===== config.mk =====
export PLATFORM = sky130hd
export DESIGN_NAME = nand_strobe_seq
export DESIGN_NICKNAME = d
export VERILOG_FILES = /design/src/rtl/nand_seq_pkg.sv /design/src/rtl/nand_cfg_decode.sv /design/src/rtl/nand_phase_timer.sv /design/src/rtl/nand_phase_fsm.sv /design/src/rtl/nand_strobe_seq.sv
export SDC_FILE = /design/constraint.sdc
export NUM_CORES = 1
export LEC_CHECK = 0
export ABC_AREA = 1
export BUFFER_PORTS_ARGS = -buffer_cell sky130_fd_sc_hd__buf_2
export CAP_MARGIN = 40
export CORE_MARGIN = 2
export CORE_UTILIZATION = 40
export CTS_CLUSTER_DIAMETER = 120
export DETAILED_ROUTE_END_ITERATION = 10
export PLACE_DENSITY = 0.67
export SYNTH_ARGS = -nofsm -noshare
export SYNTH_HDL_FRONTEND = slang
export SYNTH_SLANG_ARGS = --single-unit

===== constraint.sdc =====
create_clock -name clk -period 2.1 [get_ports clk]
set_input_delay 0.105 -clock clk [delete_from_list [all_inputs] [get_ports clk]]
set_output_delay 0.105 -clock clk [all_outputs]
set_load 0.05 [all_outputs]

===== src/rtl/nand_seq_pkg.sv =====
// Shared types for the NAND bus cycle sequencer.
// Assumes count fields fit CNT_W bits and latch delays fit DLY_W bits.
package nand_seq_pkg;
    localparam int CNT_W = 8;
    localparam int DLY_W = 4;

    typedef enum logic [1:0] {
        PORT_CMD  = 2'd0,
        PORT_ADDR = 2'd1,
        PORT_DATA = 2'd2,
        PORT_DAT2 = 2'd3
    } port_e;

    typedef enum logic [2:0] {
        PH_IDLE  = 3'd0,
        PH_TURN  = 3'd1,
        PH_DLY   = 3'd2,
        PH_SETUP = 3'd3,
        PH_WAIT  = 3'd4,
        PH_HOLD  = 3'd5,
        PH_ACK   = 3'd6
    } phase_e;

    typedef struct packed {
        logic             enable;
        logic             wide;
        logic [DLY_W-1:0] cle_re;
        logic [DLY_W-1:0] ale_re;
        logic [CNT_W-1:0] setup;
        logic [CNT_W-1:0] strobe;
        logic [CNT_W-1:0] hold;
        logic [CNT_W-1:0] hiz;
    } cfg_t;

    // Raise a zero count to one cycle
    function automatic logic [CNT_W-1:0] at_least_one(input logic [CNT_W-1:0] v);
        return (v == '0) ? CNT_W'(1) : v;
    endfunction
endpackage


===== src/rtl/nand_cfg_decode.sv =====
// Decodes the control and timing words into a config record.
// Setup, wait and hold are clamped to at least one cycle; the
// release count and latch delays keep zero as "skip".
module nand_cfg_decode
    import nand_seq_pkg::*;
(
    input  logic [31:0] ctrl_word,
    input  logic [31:0] timing_word,
    output cfg_t        cfg
);
    localparam int BIT_BANK = 2;
    localparam int BIT_NAND = 3;
    localparam int BIT_WIDE = 4;
    localparam int CLE_LSB  = 9;
    localparam int ALE_LSB  = CLE_LSB + DLY_W;
    localparam int NFIELD   = 3;

    logic [NFIELD-1:0][CNT_W-1:0] raw_cnt;
    logic [NFIELD-1:0][CNT_W-1:0] min_cnt;
    logic                          unused_ctrl;

    assign raw_cnt[0] = timing_word[0*CNT_W +: CNT_W];
    assign raw_cnt[1] = timing_word[1*CNT_W +: CNT_W];
    assign raw_cnt[2] = timing_word[2*CNT_W +: CNT_W];

    // One clamp per main phase count
    for (genvar f = 0; f < NFIELD; f++) begin : g_clamp
        assign min_cnt[f] = at_least_one(raw_cnt[f]);
    end

    // Assemble the record
    always_comb begin
        cfg.enable = ctrl_word[BIT_BANK] & ctrl_word[BIT_NAND];
        cfg.wide   = ctrl_word[BIT_WIDE];
        cfg.cle_re = ctrl_word[CLE_LSB +: DLY_W];
        cfg.ale_re = ctrl_word[ALE_LSB +: DLY_W];
        cfg.setup  = min_cnt[0];
        cfg.strobe = min_cnt[1];
        cfg.hold   = min_cnt[2];
        cfg.hiz    = timing_word[3*CNT_W +: CNT_W];
    end

    assign unused_ctrl = ^{ctrl_word[31:ALE_LSB+DLY_W], ctrl_word[CLE_LSB-1:BIT_WIDE+1],
                           ctrl_word[BIT_BANK-1:0]};
endmodule


===== src/rtl/nand_phase_timer.sv =====
// Down counter timing one phase. Loaded with N on phase entry;
// expire is high in the phase's last cycle. Assumes N >= 1.
module nand_phase_timer #(
    parameter int W = 8
) (
    input  logic         clk,
    input  logic         rst_n,
    input  logic         load,
    input  logic [W-1:0] load_val,
    output logic         expire
);
    logic [W-1:0] cnt_q;

    // Load on entry, count down to zero
    always_ff @(posedge clk) begin
        if (!rst_n) begin
            cnt_q <= '0;
        end else if (load) begin
            cnt_q <= load_val;
        end else if (cnt_q != '0) begin
            cnt_q <= cnt_q - 1'b1;
        end
    end

    assign expire = (cnt_q == W'(1));
endmodule


===== src/rtl/nand_phase_fsm.sv =====
// Phase sequencer: chooses the first phase from the request and
// the previous access, then steps setup -> wait -> hold -> ack.
// Assumes cfg_q equals cfg_live in the cycle a request is accepted.
module nand_phase_fsm
    import nand_seq_pkg::*;
(
    input  logic             clk,
    input  logic             rst_n,
    input  logic             req,
    input  logic             req_wr,
    input  cfg_t             cfg_live,
    input  cfg_t             cfg_q,
    input  logic             last_rd,
    input  port_e            last_port,
    input  logic             expire,
    output phase_e           phase,
    output logic             accept,
    output logic             t_load,
    output logic [CNT_W-1:0] t_val
);
    phase_e ph_q;
    phase_e ph_d;

    assign phase  = ph_q;
    assign accept = (ph_q == PH_IDLE) && req;

    // Next phase and timer load value
    always_comb begin
        ph_d   = ph_q;
        t_load = 1'b0;
        t_val  = '0;
        unique case (ph_q)
            PH_IDLE: begin
                if (req) begin
                    t_load = 1'b1;
                    if (!cfg_live.enable) begin
                        ph_d   = PH_ACK;
                        t_load = 1'b0;
                    end else if (req_wr && last_rd && (cfg_live.hiz != '0)) begin
                        ph_d  = PH_TURN;
                        t_val = cfg_live.hiz;
                    end else if (!req_wr && (last_port == PORT_CMD) && (cfg_live.cle_re != '0)) begin
                        ph_d  = PH_DLY;
                        t_val = CNT_W'(cfg_live.cle_re);
                    end else if (!req_wr && (last_port == PORT_ADDR) && (cfg_live.ale_re != '0)) begin
                        ph_d  = PH_DLY;
                        t_val = CNT_W'(cfg_live.ale_re);
                    end else begin
                        ph_d  = PH_SETUP;
                        t_val = cfg_live.setup;
                    end
                end
            end
            PH_TURN, PH_DLY: begin
                if (expire) begin
                    ph_d   = PH_SETUP;
                    t_load = 1'b1;
                    t_val  = cfg_q.setup;
                end
            end
            PH_SETUP: begin
                if (expire) begin
                    ph_d   = PH_WAIT;
                    t_load = 1'b1;
                    t_val  = cfg_q.strobe;
                end
            end
            PH_WAIT: begin
                if (expire) begin
                    ph_d   = PH_HOLD;
                    t_load = 1'b1;
                    t_val  = cfg_q.hold;
                end
            end
            PH_HOLD: begin
                if (expire) begin
                    ph_d = PH_ACK;
                end
            end
            PH_ACK: begin
                ph_d = PH_IDLE;
            end
            default: begin
                ph_d = PH_IDLE;
            end
        endcase
    end

    // Phase register
    always_ff @(posedge clk) begin
        if (!rst_n) begin
            ph_q <= PH_IDLE;
        end else begin
            ph_q <= ph_d;
        end
    end
endmodule


===== src/rtl/nand_strobe_seq.sv =====
// Top of the NAND bus cycle sequencer. Latches the access and the
// configuration at acceptance, drives the device pins from the
// current phase, captures read data and keeps the access history.
// Assumes the host holds req until ack and drops it in the ack cycle.
module nand_strobe_seq
    import nand_seq_pkg::*;
#(
    parameter int DQ_W = 16
) (
    input  logic            clk,
    input  logic            rst_n,
    input  logic [31:0]     ctrl_word,
    input  logic [31:0]     timing_word,
    input  logic            req,
    input  logic [1:0]      req_port,
    input  logic            req_wr,
    input  logic [DQ_W-1:0] req_wdata,
    output logic            ack,
    output logic [DQ_W-1:0] rdata,
    output logic            nand_ce_n,
    output logic            nand_cle,
    output logic            nand_ale,
    output logic            nand_we_n,
    output logic            nand_re_n,
    output logic [DQ_W-1:0] nand_dq_out,
    output logic            nand_dq_oe,
    input  logic [DQ_W-1:0] nand_dq_in
);
    localparam int LANES = DQ_W / 8;

    cfg_t             cfg_live;
    cfg_t             cfg_q;
    phase_e           phase;
    logic             accept;
    logic             t_load;
    logic [CNT_W-1:0] t_val;
    logic             expire;

    port_e            acc_port_q;
    logic             acc_wr_q;
    logic             acc_en_q;
    logic [DQ_W-1:0]  acc_wdata_q;
    logic [DQ_W-1:0]  rdata_q;
    logic             last_rd_q;
    port_e            last_port_q;

    logic [DQ_W-1:0]  mask_live;
    logic [DQ_W-1:0]  mask_q;
    logic             busy;
    logic             sel;

    nand_cfg_decode u_decode (
        .ctrl_word   (ctrl_word),
        .timing_word (timing_word),
        .cfg         (cfg_live)
    );

    nand_phase_fsm u_fsm (
        .clk       (clk),
        .rst_n     (rst_n),
        .req       (req),
        .req_wr    (req_wr),
        .cfg_live  (cfg_live),
        .cfg_q     (cfg_q),
        .last_rd   (last_rd_q),
        .last_port (last_port_q),
        .expire    (expire),
        .phase     (phase),
        .accept    (accept),
        .t_load    (t_load),
        .t_val     (t_val)
    );

    nand_phase_timer #(.W(CNT_W)) u_timer (
        .clk      (clk),
        .rst_n    (rst_n),
        .load     (t_load),
        .load_val (t_val),
        .expire   (expire)
    );

    // Byte-lane masks: lane 0 always live, upper lanes only when wide
    for (genvar g = 0; g < LANES; g++) begin : g_lane
        if (g == 0) begin : g_low
            assign mask_live[g*8 +: 8] = 8'hFF;
            assign mask_q[g*8 +: 8]    = 8'hFF;
        end else begin : g_high
            assign mask_live[g*8 +: 8] = {8{cfg_live.wide}};
            assign mask_q[g*8 +: 8]    = {8{cfg_q.wide}};
        end
    end

    // Track the configuration while idle, freeze it during an access
    always_ff @(posedge clk) begin
        if (!rst_n) begin
            cfg_q <= '0;
        end else if (phase == PH_IDLE) begin
            cfg_q <= cfg_live;
        end
    end

    // Latch the accepted access
    always_ff @(posedge clk) begin
        if (!rst_n) begin
            acc_port_q  <= PORT_DATA;
            acc_wr_q    <= 1'b0;
            acc_en_q    <= 1'b0;
            acc_wdata_q <= '0;
        end else if (accept) begin
            acc_port_q  <= port_e'(req_port);
            acc_wr_q    <= req_wr;
            acc_en_q    <= cfg_live.enable;
            acc_wdata_q <= req_wdata & mask_live;
        end
    end

    // Capture read data at the end of the strobe, or zero on a disabled read
    always_ff @(posedge clk) begin
        if (!rst_n) begin
            rdata_q <= '0;
        end else if (accept && !cfg_live.enable && !req_wr) begin
            rdata_q <= '0;
        end else if ((phase == PH_WAIT) && !acc_wr_q && expire) begin
            rdata_q <= nand_dq_in & mask_q;
        end
    end

    // Record the previous enabled access at its acknowledge
    always_ff @(posedge clk) begin
        if (!rst_n) begin
            last_rd_q   <= 1'b0;
            last_port_q <= PORT_DATA;
        end else if ((phase == PH_ACK) && acc_en_q) begin
            last_rd_q   <= !acc_wr_q;
            last_port_q <= acc_port_q;
        end
    end

    // Decode pin levels from the phase
    always_comb begin
        busy = (phase == PH_TURN) || (phase == PH_DLY) || (phase == PH_SETUP) ||
               (phase == PH_WAIT) || (phase == PH_HOLD);
        sel  = (phase == PH_SETUP) || (phase == PH_WAIT) || (phase == PH_HOLD);
    end

    assign nand_ce_n   = !busy;
    assign nand_cle    = sel && (acc_port_q == PORT_CMD);
    assign nand_ale    = sel && (acc_port_q == PORT_ADDR);
    assign nand_we_n   = !((phase == PH_WAIT) && acc_wr_q);
    assign nand_re_n   = !((phase == PH_WAIT) && !acc_wr_q);
    assign nand_dq_oe  = sel && acc_wr_q;
    assign nand_dq_out = nand_dq_oe ? acc_wdata_q : '0;
    assign ack         = (phase == PH_ACK);
    assign rdata       = rdata_q;
endmodule


==> metrics list <==
* Outcome: completed
* Warning count from the yosys run: 0
- Worst Hold Class: in -> reg
* Dpl cells: 799
- Number of iterations in the first detailed-routing pass: 4
* Routed vias: 3918
- In the final layout, the share of cells above drive strength 1 is 0.2511.
- Detail-routed via count per cell: 4.766
- The area growth from synthesis to layout is 26.62%.
- Clock-pin slew was measured on the worst setup and hold paths at 70 ps.
- Static leakage: 2.289 nW
* Relative slew slack: 0.6143
* Sequential Power Share: 0.379
* Fill count: 915
* Final min period: 1869 ps
- The clock tree synthesis step divided the H-tree into 3 levels.
* Max Root-Sink Buffers: 2
- The share of total power dissipated in the clock network is 0.242.
* Final Slew Violations: 0
- Number of cells in the finished layout apart from fillers: 822
* Total of buffers placed on input and output ports: 119
* Number of core rows: 35
* Number of standard cells after synthesis: 568
* Cts bufs inserted: 9
- In this run, synthesis produced a sequential element count of 75.
- 0 antenna diodes ended up in the layout.
- Among all stages on the critical path, the largest delay is contributed by sky130_fd_sc_hd__dfxtp_2.
- Count of boundary I/O pins: 141
- Yosys attributes the largest share of cell area to sky130_fd_sc_hd__dfxtp_1, sky130_fd_sc_hd__nand2_1, sky130_fd_sc_hd__a21oi_1.
- Arrival time reported for the critical path endpoint: 1760 ps
- In the final routed layout, each cell accounts on average for 12.29 um.
- Full die area: 10310 sq um
* Half-perimeter wire length after detailed placement: 7533 um
- The worst setup path is captured at an output pin.
- After the first detailed-routing iteration, the DRC count stood at 204.
* Post-detailed-routing wire length: 10100 um
* Core Box Area: 9240 sq um
- Setup violations remaining at the end of the flow were counted as 0.
- Switching fraction of total power: 0.3934
* Crit path required time: 2000 ps
* Wire length of the first global-routing pass: 16490 um
* Dominant cell type by area after synthesis: sky130_fd_sc_hd__dfxtp_1
- Net load switching power: 0.002111 W
- Final cycle utilization of the critical path: 0.8900
* Library cell appearing most often on the critical path: sky130_fd_sc_hd__nor2_2
- The count of nets left with antenna violations once routing finished came out at 0.
- Worst-path fanout max: 17
- Maximum number of pins on one net before global-route repair: 41
- Peak clock frequency supported by timing: 0.5351 GHz
- In this design, the stage delay of the slowest critical-path cell is 420 ps.
- The critical path is of the reg -> out type.
* Area used by multi-input combinational logic: 1898 sq um
* Synth Cell Area: 3807 sq um
- The initial utilization of the core area, before any placement, comes to 0.4121.
- RSZ-0062 raised after global routing: no
- Int Power: 0.003255 W
- Across the VDD grid, the largest voltage drop is 0.4452 mV.
- The signal on the critical path passes through nand2_1, nor2_2, nor2_2, inv_2, nand2_4, nor2_1, buf_2.
- Post-synth top area share: 0.3943
* Clk_skew: 12.79 ps
- Routability cong.: 0.8704
* Sequential element share of the synthesized area: 0.3943
- The final-report hold violation count came to 0.
* Post-Synthesis Net Count: 672
* All-Layer GR Usage: 0.2016
* Cell at the root of the clock tree: sky130_fd_sc_hd__clkbuf_8
* Floorplan die width: 101.6 um
- TritonCTS built the clock tree.
- Later-pin clock latency in the skew report: 350 ps
* Crit path launch type: register
- Setup repair bufs after CTS: 0
- The number of global-route vias before repair was 3609.
- Portion of total power attributed to combinational logic: 0.379
* Total Negative Setup Slacks: 0 ps
* Nets: 794
- Height of the die: 101.6 um
- Pin slew with the least headroom to its limit: 575.0 ps
- Mean Syn Cell Area: 6.703 sq um
- Number of library cell types mapped by synthesis: 37
- After detailed routing, the number of remaining DRC violations is 0.
* Number of clock sinks seen by CTS: 75
- Global routing finished with a remaining overflow of 0.
- Summing all flip-flop and latch instances after layout gives 1504 sq um.
* Power per unit of standard cell area: 1113 nW/um^2
- The number of antenna violations at the first check in global routing is 0.
- Max-cap violations in this run came to 0.
[repair_timing]
item,CTS,global route
setup endpoints to repair,13,17
endpoints found under the hold margin,9,0
gates resized for setup,1,6
hold buffers,9,0
[synthesized netlist by cell type, drive strengths merged]
master / instances
nand3: 42
a211oi: 2
a31oi: 2
nor2: 87
o31ai: 1
clkbuf: 8
nand2: 124
clkinv: 1
nor4: 2
o21ai: 44
buf: 15
xor2: 2
o211ai: 6
or2: 3
inv: 76
nand4: 4
ha: 2
xnor2: 1
nor3: 4
dfxtp: 75
a21oi: 63
o22ai: 4
[power by group through the flow]
stage | logic (W) | clock network [W] | registers, W
after floorplan | 0.00160 | 0 | 0.00199
after global placement | 0.00197 | 0 | 0.00204
after detailed placement | 0.00201 | 0 | 0.00205
after CTS | 0.00204 | 0.00133 | 0.00202
after global routing | 0.00234 | 0.00137 | 0.00207
final | 0.00204 | 0.00130 | 0.00203
[area by class of cell]
type                    count  area share
clock buffers               9     0.02569
clock inverters             5     0.02154
inverters                  77     0.05995
multi-input cells         393      0.3937
flip-flops and latches     75      0.3120
well taps                 129     0.03348
repair buffers            134      0.1536
[flip-flops by register name (all words and copies together), names as in the netlist]
register and cells:
last_port_q 2, last_rd_q 1, u_fsm.phase 3, acc_en_q 1
cfg_q 25, acc_port_q 2, acc_wdata_q 16, u_timer.cnt_q 8
acc_wr_q 1, rdata 16
[worst paths after layout]
path | startpoint | endpoint | slack (ps) | depth (start not counted)
worst max-delay path | u_fsm.phase[0] | nand_dq_out[13] | 230 | 7
worst min-delay path | nand_dq_in[3] | rdata[3] | 20 | 3
worst max register to register | last_port_q[1] | u_timer.cnt_q[0] | 400 | 10
worst min register to register | cfg_q[17] | cfg_q[17] | 450 | 2
[critical path: cells and delay by family, from the launching register on]
kind | cells | cell delay (ps)
buf+inv | 2 | 360
flops | 1 | 420
simple gates | 5 | 650
[kinds of logic after synthesis]
logic type	Yosys count	synth area share
DFF	75	0.3943
and+or+nand+nor	266	0.3073
adders and majority gates	2	0.006571
AOI/OAI and AO/OA	122	0.1752
xor gates and xnor gates	3	0.006902
buffers and inverters	100	0.1098
[through the flow]
step                hold WS (ps)  total power [W]  worst slack, ps  instance area [sq um]  utilization
global placement           337.3         0.004011            394.3                   4486       0.4854
global route               23.44         0.005777            32.85                   4821       0.5217
detailed placement         338.0         0.004064            345.4                   4486       0.4854
CTS                        8.139         0.005389            33.13                   4805       0.5200
floorplan                  231.0         0.003599            244.1                   3812            -
finish                     21.00         0.005366            231.0                   4821       0.5217
[placed cells by master, fill, tap and decap left out, drive strengths merged, types with 9 or more instances in the layout]
cell         netlist  layout
clkbuf             8      13
dfxtp             75      75
dlygate4sd3        0       9
inv               76      76
nor2              87      87
nand2            124     124
a21oi             63      63
nand3             42      42
buf               15     121
o21ai             44      44
[metal layers]
metal,GRT usage,share of wire,vias up
li1,-,-,2052
met1,0.2591,0.46,1772
met2,0.3451,0.48,84
met3,0.03520,0.039,10
met4,0.06029,0.014,0
met5,0,0,-
No activity file was read; power rests on OpenSTA's default activity.
